### src/rtl/pwr_idle_pkg.sv
package pwr_idle_pkg;

  localparam int unsigned WORD_W    = 16;
  localparam int unsigned NUM_UNITS = 6;

  // Index of each unit inside the per-unit vectors.
  localparam int unsigned U_CPU   = 0;
  localparam int unsigned U_DATA  = 1;
  localparam int unsigned U_IO    = 2;
  localparam int unsigned U_MEM   = 3;
  localparam int unsigned U_INSTR = 4;
  localparam int unsigned U_ACCEL = 5;

  // Guard field in the configuration word.
  localparam int unsigned GUARD_LO = 1;
  localparam int unsigned GUARD_W  = 4;
  localparam logic [GUARD_W-1:0] GUARD_VAL = 4'b0111;

  // Status/config bit position of each unit.
  function automatic int unsigned unit_bit(input int unsigned k);
    case (k)
      U_CPU:   return 0;
      U_DATA:  return 5;
      U_IO:    return 6;
      U_MEM:   return 7;
      U_INSTR: return 8;
      default: return 9;
    endcase
  endfunction

  typedef enum logic [0:0] {
    SEQ_RUN  = 1'b0,
    SEQ_WAIT = 1'b1
  } seq_state_e;

endpackage

### src/rtl/idle_cfg_reg.sv
module idle_cfg_reg
  import pwr_idle_pkg::*;
#(
  parameter int unsigned DW = WORD_W
) (
  input  logic          clk,
  input  logic          rst_n,
  input  logic          wr_en,
  input  logic          wr_addr,
  input  logic [DW-1:0] wr_data,
  output logic [DW-1:0] cfg_q,
  output logic          err_clr
);

  always_ff @(posedge clk) begin
    if (!rst_n) begin
      cfg_q <= '0;
    end else if (wr_en && !wr_addr) begin
      cfg_q <= wr_data;
    end
  end

  // Error clear is a write-one-to-clear strobe, passed on combinationally.
  assign err_clr = wr_en && wr_addr && wr_data[0];

endmodule

### src/rtl/idle_rule_check.sv
module idle_rule_check
  import pwr_idle_pkg::*;
#(
  parameter int unsigned DW = WORD_W,
  parameter int unsigned NU = NUM_UNITS
) (
  input  logic [DW-1:0] cfg,
  output logic [NU-1:0] req_vec,
  output logic          legal
);

  logic               port_any;
  logic               cpu_dep_any;
  logic               guard_ok;
  logic [GUARD_W-1:0] guard;

  for (genvar k = 0; k < NU; k++) begin : g_req
    assign req_vec[k] = cfg[unit_bit(k)];
  end

  assign guard       = cfg[GUARD_LO +: GUARD_W];
  assign guard_ok    = (guard == GUARD_VAL);
  assign port_any    = req_vec[U_DATA] | req_vec[U_IO] | req_vec[U_MEM] | req_vec[U_INSTR];
  assign cpu_dep_any = req_vec[U_DATA] | req_vec[U_IO] | req_vec[U_INSTR];

  always_comb begin
    legal = 1'b1;
    if (port_any && !guard_ok)        legal = 1'b0;
    if (cpu_dep_any && !req_vec[U_CPU]) legal = 1'b0;
  end

  logic unused_cfg;
  assign unused_cfg = ^{cfg[DW-1:10], cfg[4]};

endmodule

### src/rtl/idle_sequencer.sv
module idle_sequencer
  import pwr_idle_pkg::*;
#(
  parameter int unsigned NU = NUM_UNITS
) (
  input  logic          clk,
  input  logic          rst_n,
  input  logic          cmd,
  input  logic          legal,
  input  logic [NU-1:0] req_vec,
  input  logic          dma_busy,
  input  logic          wake,
  input  logic          err_clr,
  output logic [NU-1:0] stat_vec,
  output logic          bus_err,
  output logic          waiting
);

  seq_state_e    state_q;
  logic [NU-1:0] stat_q;
  logic [NU-1:0] pend_q;
  logic          err_q;
  logic          take;
  logic          must_wait;

  assign take      = cmd && legal;
  assign must_wait = req_vec[U_MEM] && dma_busy;

  always_ff @(posedge clk) begin
    if (!rst_n) begin
      err_q <= 1'b0;
    end else if (cmd && !legal) begin
      err_q <= 1'b1;
    end else if (err_clr) begin
      err_q <= 1'b0;
    end
  end

  always_ff @(posedge clk) begin
    if (!rst_n) begin
      state_q <= SEQ_RUN;
      stat_q  <= '0;
      pend_q  <= '0;
    end else if (wake) begin
      state_q <= SEQ_RUN;
      stat_q  <= '0;
    end else if (take) begin
      if (must_wait) begin
        state_q <= SEQ_WAIT;
        pend_q  <= req_vec;
      end else begin
        state_q <= SEQ_RUN;
        stat_q  <= req_vec;
      end
    end else if (state_q == SEQ_WAIT && !dma_busy) begin
      state_q <= SEQ_RUN;
      stat_q  <= pend_q;
    end
  end

  assign stat_vec = stat_q;
  assign bus_err  = err_q;
  assign waiting  = (state_q == SEQ_WAIT);

endmodule

### src/rtl/pwr_idle_ctrl.sv
module pwr_idle_ctrl
  import pwr_idle_pkg::*;
#(
  parameter int unsigned DW = WORD_W,
  parameter int unsigned NU = NUM_UNITS
) (
  input  logic          clk,
  input  logic          rst_n,
  input  logic          cfg_wr_en,
  input  logic          cfg_wr_addr,
  input  logic [DW-1:0] cfg_wr_data,
  input  logic          idle_cmd,
  input  logic          dma_busy,
  input  logic          wake,
  output logic [NU-1:0] unit_idle,
  output logic [DW-1:0] idle_status,
  output logic          bus_err
);

  logic [DW-1:0] cfg_q;
  logic          err_clr;
  logic [NU-1:0] req_vec;
  logic          rule_legal;
  logic          cmd_illegal;
  logic [NU-1:0] stat_vec;
  logic          seq_waiting;

  idle_cfg_reg #(.DW(DW)) u_cfg (
    .clk     (clk),
    .rst_n   (rst_n),
    .wr_en   (cfg_wr_en),
    .wr_addr (cfg_wr_addr),
    .wr_data (cfg_wr_data),
    .cfg_q   (cfg_q),
    .err_clr (err_clr)
  );

  idle_rule_check #(.DW(DW), .NU(NU)) u_rule (
    .cfg     (cfg_q),
    .req_vec (req_vec),
    .legal   (rule_legal)
  );

  assign cmd_illegal = !rule_legal;

  idle_sequencer #(.NU(NU)) u_seq (
    .clk      (clk),
    .rst_n    (rst_n),
    .cmd      (idle_cmd),
    .legal    (rule_legal),
    .req_vec  (req_vec),
    .dma_busy (dma_busy),
    .wake     (wake),
    .err_clr  (err_clr),
    .stat_vec (stat_vec),
    .bus_err  (bus_err),
    .waiting  (seq_waiting)
  );

  always_comb begin
    idle_status = '0;
    for (int unsigned k = 0; k < NU; k++) begin
      idle_status[unit_bit(k)] = stat_vec[k];
    end
  end

  assign unit_idle = stat_vec;

endmodule

### config.mk
export PLATFORM = sky130hd
export DESIGN_NAME = pwr_idle_ctrl
export DESIGN_NICKNAME = d
export VERILOG_FILES = /design/src/rtl/pwr_idle_pkg.sv /design/src/rtl/idle_cfg_reg.sv /design/src/rtl/idle_rule_check.sv /design/src/rtl/idle_sequencer.sv /design/src/rtl/pwr_idle_ctrl.sv
export SDC_FILE = /design/constraint.sdc
export NUM_CORES = 1
export LEC_CHECK = 0
export CAP_MARGIN = 20
export CORE_AREA = 5 5 65 67
export CTS_BUF_LIST = sky130_fd_sc_hd__clkbuf_8
export CTS_CLUSTER_SIZE = 8
export DETAILED_ROUTE_END_ITERATION = 8
export DIE_AREA = 0 0 70 72
export HOLD_SLACK_MARGIN = 0.08
export PLACE_DENSITY = 0.75
export SLEW_MARGIN = 20
export SYNTH_ARGS = -nofsm -noshare
export SYNTH_HDL_FRONTEND = slang
export SYNTH_HIERARCHICAL = 1
export SYNTH_SLANG_ARGS = --single-unit
### constraint.sdc
create_clock -name clk -period 1.7 [get_ports clk]
set_clock_uncertainty 0.1 [all_clocks]
set_input_delay 0.34 -clock clk [delete_from_list [all_inputs] [get_ports clk]]
set_output_delay 0.34 -clock clk [all_outputs]
set_load 0.01 [all_outputs]
==> impl_results.md <==
- Count of final setup violators: 14
- NetSw: 0.301 mW
- Antenna cells: 0
- CP startpoint kind: register
- Initial core utilization: 35.9%
- CP cell instances: nand4b_1 > a2111o_1 > o21ai_4 > buf_4 > buf_6 > and3_2 > a21oi_1 > a211oi_1
- Final Util: 47.1%
- Maximum vdd drop: 0.510 mV
- Insertion delay to the later sink of the worst-skew pair: 0.26 ns
- Fillers: 351
- DP Cell Count: 209
- Wirelength per Cell: 10.6 um
- Layout cells sized above 1: a little under a fifth
- Endpoint type of the worst setup path: register
- Unrepaired setup endpoints after global routing: yes
- Synth-to-Final Area Change: 31.1%
- Max stage delay on crit path: roughly 0.43 ns
- Warnings from Yosys: 6
- Crit path from: u_cfg/cfg_q[4]$_SDFFE_PN0P_
- Reg area: 480 um^2
- Outcome: complete, but fails checks
- Reg2reg start: u_cfg/cfg_q[4]$_SDFFE_PN0P_
- Multi-input logic area: 617 um^2
- Power per cell area: 799 mW/mm^2
- Ports: 46
- Reg clk slew, reported paths: about 0.080 ns
- Sequential fraction of design power: 44.3%
- Worst Reg-to-Reg Cells: 8
- Avg Inst Size Synth: between 9 and 10 um^2
- CTS Buffer Depth: 2
- Combinational power share: 19.2%
- CTS tree: yes
- Largest net degree at the start of global routing: 15
- Crit-path max FO: 4
- Antenna violations before repair: 0
- Grt ovf: 0
- Synthesized cell area: between 0.001 and 0.0015 mm^2
- Die area: 0.00504 mm^2
- Mapped Cells: 139
- Core area: 0.00358 mm^2
- Clock Power Share: a little over a third
- PortBufs: 29
- Total Routing Usage GR: under 10%
- Vias per inst: ~4.4
- Finished Layout Cells: about 220
- DIE WIDTH: 70 um
- Violations in the final reports: negative setup slack
- Remaining DRCs: 0
- Max Slew Vio Count: 0
- Fmax: between 0.5 and 0.6 GHz
- Final GP Congestion: 0.725
- Pint: 1.05 mW
- CTS Sinks: 24
- Switching share of total power: 22.4%
- Final ANT Viol Nets: 0
- First-pass GRT wire length: 3670 um
- Pre-Repair DR Iteration Count: 4
- Final WS setup: -0.157 ns
- Vias in the first global route: 864
- Die Height: just over 70 um
- Reg2reg end: u_seq/stat_vec[3]$_SDFFE_PP0P_
- Hold Path Class: register to register
- Final WL: 2310 um
- Num CTS Buffers: 3
- WP data arrival: 1.94 ns
- Worst Path Required: 1.78 ns
- Tmin final: 1.86 ns
- R2R setup slack: -0.16 ns
- MaxCap Viol Count: 0
- Vias post-DR: 962
- Final hold violation count: 0
- H-tree depth: 1
- Tcrit/Tclk final: 109%
- Post-DP HPWL: 1750 um
- Post-CTS Hold Fix Bufs: 0
- # nets final: just under 200
- Rows: 22
- Initial drt markers: 28
- CP Class: register to register
- Leakage: 0.655 nW
- Clk root buf: clkbuf_8
- Crit-path slowest cell: a2111o_1
- End of the critical path: u_seq/stat_vec[3]$_SDFFE_PP0P_
[layout make-up]
| class | instances | share of cell area [%] |
|---|---|---|
| Multi-Input combinational cell | 92 | 36.6 |
| Sequential cell | 24 | 28.5 |
| Timing Repair Buffer | 46 | 26.5 |
| Tap cell | 48 | 3.56 |
| Clock buffer | 3 | 2.45 |
| Clock inverter | 1 | 1.78 |
| Inverter | 3 | 0.668 |
[per-layer routing]
metal	share of wire, %	track usage, %	vias to the layer above
met5	0	0	-
li1	-	-	498
met1	43	10.4	423
met3	9.5	3.05	4
met2	46	14.7	37
met4	1.8	4.04	0
[state kept, by name (all words and copies together), names as in the netlist]
signal and flops:
u_cfg/cfg_q 10, u_seq/pend_q 6, u_seq/bus_err 1, u_seq/waiting 1
u_seq/stat_vec 6
[worst max-delay path: cells and delay by family, from the launching register on]
family | cells | cell delay, ns
flops | 1 | 0.32
simple gates | 2 | 0.38
compound gates | 4 | 0.76
buf+inv | 2 | 0.22
[layout by cell type, fill, tap and decap left out, drive strengths merged, types with 2 or more instances in the layout]
cell type	count
nand2	32
inv	3
and2	3
a211oi	12
dfxtp	24
mux2i	20
conb	10
a21oi	2
clkdlybuf4s50	29
nor2b	2
and3	2
clkbuf	3
buf	17
[through the flow]
step | TNS (ns) | hold WS, ns | instance area, um^2 | worst slack (ns) | power [mW]
4_1_cts | -1.34 | 0.363 | 1650 | -0.131 | 1.35
2_1_floorplan | -0.397 | 0.330 | 1330 | -0.0571 | 0.782
6_report | -1.53 | 0.360 | 1690 | -0.157 | 1.35
3_3_place_gp | -1.05 | 0.341 | 1570 | -0.109 | 0.842
3_5_place_dp | -1.09 | 0.350 | 1570 | -0.109 | 0.845
5_1_grt | -3.08 | 0.381 | 1690 | -0.266 | 1.41
[power groups by stage]
| stage | clock network (mW) | registers, mW | logic [mW] |
|---|---|---|---|
| finish | 0.493 | 0.597 | 0.258 |
| global route | 0.529 | 0.600 | 0.281 |
| CTS | 0.508 | 0.597 | 0.240 |
| detailed placement | 0 | 0.610 | 0.235 |
| global placement | 0 | 0.609 | 0.233 |
| floorplan | 0 | 0.612 | 0.169 |
[worst min path at each step]
stage | start | end | depth (start not counted)
6_report | u_seq/pend_q[2]$_SDFFE_PN0P_ | u_seq/pend_q[2]$_SDFFE_PN0P_ | 2
5_1_grt | u_cfg/cfg_q[1]$_SDFFE_PN0P_ | u_cfg/cfg_q[1]$_SDFFE_PN0P_ | 2
4_1_cts | u_cfg/cfg_q[1]$_SDFFE_PN0P_ | u_cfg/cfg_q[1]$_SDFFE_PN0P_ | 2
3_5_place_dp | u_cfg/cfg_q[1]$_SDFFE_PN0P_ | u_cfg/cfg_q[1]$_SDFFE_PN0P_ | 2
3_3_place_gp | u_seq/pend_q[1]$_SDFFE_PN0P_ | u_seq/pend_q[1]$_SDFFE_PN0P_ | 2
2_1_floorplan | u_cfg/cfg_q[4]$_SDFFE_PN0P_ | u_cfg/cfg_q[4]$_SDFFE_PN0P_ | 2
[what timing repair did]
item                                    CTS  global route
resized for setup                         0             4
setup buffers                             2             1
cloned                                    0             1
endpoints found under the hold margin     0             0
pin swaps                                 4             3
endpoints found under the setup margin   13            14
(Power assumes the default switching activity.)
